`config.mk`:
```
export PLATFORM = sky130hd
export DESIGN_NAME = burst_col_counter
export DESIGN_NICKNAME = d
export VERILOG_FILES = /design/src/rtl/bcc_pkg.sv /design/src/rtl/bcc_cfg_decode.sv /design/src/rtl/bcc_beat_counter.sv /design/src/rtl/bcc_addr_gen.sv /design/src/rtl/burst_col_counter.sv
export SDC_FILE = /design/constraint.sdc
export NUM_CORES = 1
export LEC_CHECK = 0
export ABC_AREA = 1
export BUFFER_PORTS_ARGS = -buffer_cell sky130_fd_sc_hd__buf_4
export CAP_MARGIN = 20
export CELL_PAD_IN_SITES_DETAIL_PLACEMENT = 1
export CELL_PAD_IN_SITES_GLOBAL_PLACEMENT = 1
export CORE_MARGIN = 1
export CORE_UTILIZATION = 32
export CTS_CLUSTER_DIAMETER = 150
export DETAILED_ROUTE_END_ITERATION = 10
export GPL_TIMING_DRIVEN = 1
export MAX_ROUTING_LAYER = met4
export PLACE_DENSITY_LB_ADDON = 0.1
export RECOVER_POWER = 50
export SLEW_MARGIN = 20
export SYNTH_ARGS = -nofsm -noshare
export SYNTH_HDL_FRONTEND = slang
export SYNTH_HIERARCHICAL = 1
export SYNTH_SLANG_ARGS = --single-unit
```
`constraint.sdc`:
```
create_clock -name clk -period 2.3 [get_ports clk]
set_input_delay 0 -clock clk [delete_from_list [all_inputs] [get_ports clk]]
set_output_delay 0 -clock clk [all_outputs]
set_load 0.03 [all_outputs]
```
`src/rtl/bcc_pkg.sv`:
```
// Shared constants for the burst column sequencer: length code values
// and the width of the length code field.
package bcc_pkg;
    localparam int LEN_W = 3;
    localparam logic [LEN_W-1:0] LEN_1    = 3'b000;
    localparam logic [LEN_W-1:0] LEN_2    = 3'b001;
    localparam logic [LEN_W-1:0] LEN_4    = 3'b010;
    localparam logic [LEN_W-1:0] LEN_8    = 3'b011;
    localparam logic [LEN_W-1:0] LEN_FULL = 3'b111;
endpackage

```
`src/rtl/bcc_cfg_decode.sv`:
```
// Turns a length code and order select into a low-bit mask, a full-page
// flag and the effective interleave flag. Assumes COL_W >= 3. Reserved
// codes decode as length one; full page forces sequential order.
module bcc_cfg_decode #(
    parameter int COL_W = 9
) (
    input  logic [bcc_pkg::LEN_W-1:0] len_code,
    input  logic                      order_xor,
    output logic [COL_W-1:0]          mask,
    output logic                      full,
    output logic                      xor_eff
);
    int span_log2;

    // Pick the number of wrapping low bits from the length code.
    always_comb begin
        full = (len_code == bcc_pkg::LEN_FULL);
        case (len_code)
            bcc_pkg::LEN_2: span_log2 = 1;
            bcc_pkg::LEN_4: span_log2 = 2;
            bcc_pkg::LEN_8: span_log2 = 3;
            default:        span_log2 = 0;
        endcase
    end

    // Build the mask of counting bits; all bits count in full page.
    always_comb begin
        for (int i = 0; i < COL_W; i++) begin
            mask[i] = full | (i < span_log2);
        end
    end

    assign xor_eff = order_xor & ~full;
endmodule

```
`src/rtl/bcc_beat_counter.sv`:
```
// Tracks whether a burst is running and which beat it is on. Captures
// the mask and full-page flag at load; load outranks stop.
module bcc_beat_counter #(
    parameter int COL_W = 9
) (
    input  logic             clk,
    input  logic             rst_n,
    input  logic             load,
    input  logic             stop,
    input  logic [COL_W-1:0] mask_d,
    input  logic             full_d,
    output logic             active,
    output logic [COL_W-1:0] beat,
    output logic [COL_W-1:0] mask_q,
    output logic             last
);
    logic full_q;

    // Burst state: start on load, end on stop or final beat, else advance.
    always_ff @(posedge clk) begin
        if (!rst_n) begin
            active <= 1'b0;
            beat   <= '0;
            mask_q <= '0;
            full_q <= 1'b0;
        end else if (load) begin
            active <= 1'b1;
            beat   <= '0;
            mask_q <= mask_d;
            full_q <= full_d;
        end else if (stop) begin
            active <= 1'b0;
        end else if (active) begin
            if (last) active <= 1'b0;
            else      beat   <= beat + 1'b1;
        end
    end

    assign last = active & ~full_q & (beat == mask_q);
endmodule

```
`src/rtl/bcc_addr_gen.sv`:
```
// Forms the column from the captured start, the beat index and the mask.
// Assumes the beat never exceeds the mask of a finite burst.
module bcc_addr_gen #(
    parameter int COL_W = 9
) (
    input  logic             clk,
    input  logic             rst_n,
    input  logic             load,
    input  logic [COL_W-1:0] start_d,
    input  logic             xor_d,
    input  logic [COL_W-1:0] mask,
    input  logic [COL_W-1:0] beat,
    output logic [COL_W-1:0] col
);
    logic [COL_W-1:0] start_q;
    logic             xor_q;
    logic [COL_W-1:0] seq_col;

    // Capture start column and ordering with the load.
    always_ff @(posedge clk) begin
        if (!rst_n) begin
            start_q <= '0;
            xor_q   <= 1'b0;
        end else if (load) begin
            start_q <= start_d;
            xor_q   <= xor_d;
        end
    end

    // Sequential: add in the low bits only, keep the block bits.
    assign seq_col = (start_q & ~mask) | ((start_q + beat) & mask);
    assign col     = xor_q ? (start_q ^ beat) : seq_col;
endmodule

```
`src/rtl/burst_col_counter.sv`:
```
// Top of the burst column sequencer. One column per clock after a load;
// stop and reload act on any cycle. All control is registered at load.
module burst_col_counter #(
    parameter int COL_W = 9
) (
    input  logic                      clk,
    input  logic                      rst_n,
    input  logic                      load_i,
    input  logic [COL_W-1:0]          start_col_i,
    input  logic [bcc_pkg::LEN_W-1:0] len_code_i,
    input  logic                      order_i,
    input  logic                      stop_i,
    output logic [COL_W-1:0]          col_o,
    output logic                      col_vld_o,
    output logic                      last_o
);
    logic [COL_W-1:0] mask_d, mask_q, beat;
    logic             full_d, xor_d;

    bcc_cfg_decode #(.COL_W(COL_W)) dec_i (
        .len_code (len_code_i),
        .order_xor(order_i),
        .mask     (mask_d),
        .full     (full_d),
        .xor_eff  (xor_d)
    );

    bcc_beat_counter #(.COL_W(COL_W)) cnt_i (
        .clk   (clk),
        .rst_n (rst_n),
        .load  (load_i),
        .stop  (stop_i),
        .mask_d(mask_d),
        .full_d(full_d),
        .active(col_vld_o),
        .beat  (beat),
        .mask_q(mask_q),
        .last  (last_o)
    );

    bcc_addr_gen #(.COL_W(COL_W)) gen_i (
        .clk    (clk),
        .rst_n  (rst_n),
        .load   (load_i),
        .start_d(start_col_i),
        .xor_d  (xor_d),
        .mask   (mask_q),
        .beat   (beat),
        .col    (col_o)
    );
endmodule

```
* Word level (Yosys, flattened, before mapping) *
Cells that the tools add are included.

storage, ports and cells
  logic and storage cells = 52
  flip-flop bits (word level) = 30
  bits of input ports = 17

operators by class
  $add $sub $neg = 2
  reduce and logical (&&, ||, !) cells = 2
  mux-type cells = 6
  eq/ne operators = 5
  order comparisons = 9
  bitwise operators = 22

operators with widths
  kind                                                  number
  bitwise AND 9 bit                                     2
  < comparator 3 x 2 -> 1 bit (first input constant)    4
  adder 9 x 1 -> 9 bit (second input constant)          1
  adder 9 bit                                           1
  equality test 9 bit                                   1
  2-to-1 mux 9 bit                                      1
  NOT 9 bit                                             1
  bitwise OR 1 bit                                      9
  bitwise OR 9 bit                                      1
  bitwise XOR 9 bit                                     1
  equality test 3 x 2 -> 1 bit (second input constant)  2
  case mux 2 bit (3 select lines)                       1
  NOT 1 bit                                             5
  < comparator 1 x 2 -> 1 bit (first input constant)    2
  < comparator 2 bit (first input constant)             2
  < comparator 4 x 2 -> 1 bit (first input constant)    1
  2-to-1 mux 1 bit                                      4
  bitwise AND 1 bit                                     3
  equality test 3 x 1 -> 1 bit (second input constant)  1
  equality test 3 bit (second input constant)           1
  AND reduction 3 bit                                   1
  OR reduction 2 bit                                    1

* Logic depth before layout (Yosys ltp) *
  word-level depth = 7
  depth in mapped cells = 12
  gate-level depth less buffers = 12

* Modules after synthesis *
Netlist, hierarchy kept.

modules (own cells, without submodules)
  module            cells each  area an instance (um^2)  instances
  bcc_beat_counter  172         1,089.8                  1
  bcc_addr_gen      160         928.4                    1
  bcc_cfg_decode    17          88.8                     1

* Least setup slack after synthesis *
Ideal clock, no wire load.

  path kind = flip-flop to output port
  from = register cnt_i.beat[0]
  to = output port col_o[4]
  stages on the path, launching flop included = 9
  arrival time = 1.967 ns
  path buffers = 0
  setup slack = 0.333 ns
  path through = dfxtp_1 ha_1 inv_1 fa_1 inv_1 nand2_1 a21oi_1 o21ai_0 o21ai_0

between the ends
  longest elaborated chain between the ends = 4

RTL lines
  what                      RTL line                 RTL
  start: declaration        bcc_beat_counter.sv:13   output logic [COL_W-1:0] beat,
  start signal: assignment  bcc_beat_counter.sv:35   else beat <= beat + 1'b1;
  adder 9 bit               bcc_addr_gen.sv:31       assign seq_col = (start_q & ~mask) | ((start_q + beat) & mask);
  bitwise AND 9 bit         bcc_addr_gen.sv:31
  bitwise OR 9 bit          bcc_addr_gen.sv:31
  2-to-1 mux 9 bit          bcc_addr_gen.sv:32       assign col = xor_q ? (start_q ^ beat) : seq_col;
  end: declaration          burst_col_counter.sv:13  output logic [COL_W-1:0] col_o,

Every way passes these cells.

* Final worst setup path *
  from = register cnt_i.beat[1]
  to = output port col_o[6]

Same word-level chain as after synthesis.

==> impl_metrics.toml <==
[run_status]
status = "completed"

[grt]
grt_util_all_layers_pct = 19.7
first_global_vias = 2284
grt_start_max_net_pins = 22
antenna_found_initial = 0
grt-ovfl-total = 0
grt_pass1_wl_um = 10500

[synthesis]
ys_ff_latch = 30
synth_edf_count = 0
avgSynthCellArea_um2 = 6.04
syn_nets = 376
ys_seq_area_share_pct = 28.5
syn_inst = 349
synth_area_um2 = 2110
async_reset_ff_share_pct = 0
ys_warn_count = 6
synth_ff_type = "dfxtp_1"
synth_cell_type_count = 28

[routing]
routedWlPerCell_um = 13.0
drc = 0
dr.pass1.iters = 4
ant_nets = 0
drt_iter0_drc = 81
route.vias.total = 2175
finalWirelength_um = 5990
avgViaCountPerCell = 4.73

[critical_path]
startpoint = "cnt_i/beat[1]"
crit_fanout = 6
critPathTopFamily = "simple AND/OR/NAND/NOR gates"
timing.rr.start = "cnt_i/beat[6]"
worstSetupEndpointType = "primary output"
crit_slowest_cell = "dfxtp_1"
cp.required_ns = 2.30
crit_type = "flip-flop to primary output"
critPathLaunchType = "flip-flop"
max_stage_delay_ns = 0.43
crit_top_cell = "nand2_1"
crit_chain = "inv_1 -> fa_1 -> inv_1 -> nand2_1 -> nand2_1 -> nand4_1 -> nand2_1 -> nand2_1 -> nand3_1 -> nand2_1 -> nand2_1 -> buf_4"
cp_num_buf_inv = 3
arrival_ns = 2.08

[power_and_ir_drop]
finalPower_mw = 1.33
leakagePower_nw = 1.20
powerDensity_nw_per_um2 = 529
irDropWorstVdd_uv = 249

[timing]
period_minus_slack_ns = 2.08
max_slew_margin_pct = 49.5
hold_viol_final = 0
tns_ns = 0
hold_slack_ns = 0.0758
setup_ws_ns = 0.223
finalMaxSlewViolations = 0
setup_violations = 0
max_freq_mhz = 481
rsz0062_at_grt = "no"
worstMarginPinSlew_ns = 0.757
fin_crit_sh_pct = 90.3
fin_worst_skew_ns = 0.00578

[placed_design]
gp_congestion = 0.797
dpl_worst_slack_ns = 0.451
hpwlAfterDp_um = 4620
place_area_um2 = 2340
port_buffers = 27

[final_layout]
syn_to_final_growth_pct = 19.4
nets = 409
seq_area_um2 = 602
fin_area_um2 = 2520
layout_common_cells = "89 x nand2_1, 63 x nor2_1, 52 x inv_1, 29 x dfxtp_1, 26 x o21ai_0"
final_common_cell = "nand2_1"
multi_input_area_um2 = 1220
fillCellCount = 868
drive_gt1_share_pct = 14.1
diodes = 0

[clocking]
post-cts-setup-buffer-count = 0
clockBufferDepth = 2
cts_root_buf = "clkbuf_8"
clk_latency_ns = 0.29
cts_sinks = 30
htreeDepth = 2
numCtsBuffers = 5
clk_pin_slew_ns = 0.07
cts_tree = "built"

[floorplanning]
dieArea_um2 = 6910
fp.dieH_um = 83.1
start_util_pct = 33.2
core_area_um2 = 6350
core.rowCount = 29
die_x_um = 83.1
io_pins = 28

[run]
drv_cap = 0

[worst_hold_path]
worstHoldStart = "rst_n"
hp-class = "input port to flip-flop"
## routing by layer
layer	global-route usage [%]	part of all wire (%)
met1	23.6	48
met2	33.9	49
met3	3.58	2.1
met4	5.64	0.98
met5	-	0
## worst min-delay path: cells and delay by family
family	cells	cell delay, ns
AOI/OAI and AO/OA	1	0.10
buffers and inverters	1	0.18
and+or+nand+nor	1	0.04
## synth_stat cells (3+ instances only)
library cell / n / area share [%]
buf_4: 6 / 2.1
nor2_2: 6 / 1.8
nand2_1: 89 / 16
inv_2: 3 / 0.53
a21oi_1: 23 / 5.5
nand3_2: 5 / 2.4
ha_1: 9 / 5.3
nor2_1: 63 / 11
nand3_1: 15 / 3.6
o21ai_0: 26 / 6.2
o21ai_1: 4 / 0.95
dfxtp_1: 30 / 29
inv_1: 52 / 9.3
clkbuf_1: 3 / 0.53
## through the flow
step,cells,utilization (%)
2_1_floorplan,349,-
3_3_place_gp,443,36.9
3_5_place_dp,443,36.9
4_1_cts,460,39.7
5_1_grt,460,39.6
6_report,460,39.6
## where the power goes
part	leakage [nW]	internal, mW	switching [mW]
Clock	0.0482	0.242	0.223
Combinational	0.909	0.118	0.179
Sequential	0.247	0.545	0.0251
## area by class of cell
cell class                      count  area share (%)
Clock buffer                        7            3.43
Clock inverter                      1           0.199
Inverter                           56            8.35
Multi-Input combinational cell    252            48.6
Sequential cell                    30            23.9
Tap cell                           77            3.83
Timing Repair Buffer               37            11.6
## repair_timing
item                                    CTS  global route
resized for setup                         0             1
endpoints found under the setup margin    0             2
hold endpoints to repair                  9             0
hold buffers                              9             0
## cells by family (layout without fill, tap and decap cells)
group                      count (synthesis)  after routing  synth area share [%]
buffers and inverters                     67            101                  13.4
muxes                                      1              1                 0.534
DFF                                       30             30                  28.5
adders and majority gates                 10             10                  6.29
AOI/OAI and AO/OA                         54             54                  13.1
xor gates and xnor gates                   2              2                 0.832
and+or+nand+nor                          185            185                  37.3
## worst paths after layout
kind	slack (ns)	cells past startpoint	to
max	0.22	12	col_o[6]
min	0.08	3	gen_i/start_q[0]
max reg2reg	0.72	9	cnt_i/beat[6]
min reg2reg	0.50	2	cnt_i/full_q
## state kept, by name (all words and copies together), names as in the netlist
name and flops:
cnt_i/mask_q 9, gen_i/xor_q 1, gen_i/start_q 9, cnt_i/full_q 1, cnt_i/beat 9, cnt_i/active 1
Note: power is estimated with default switching activity, not from simulation.
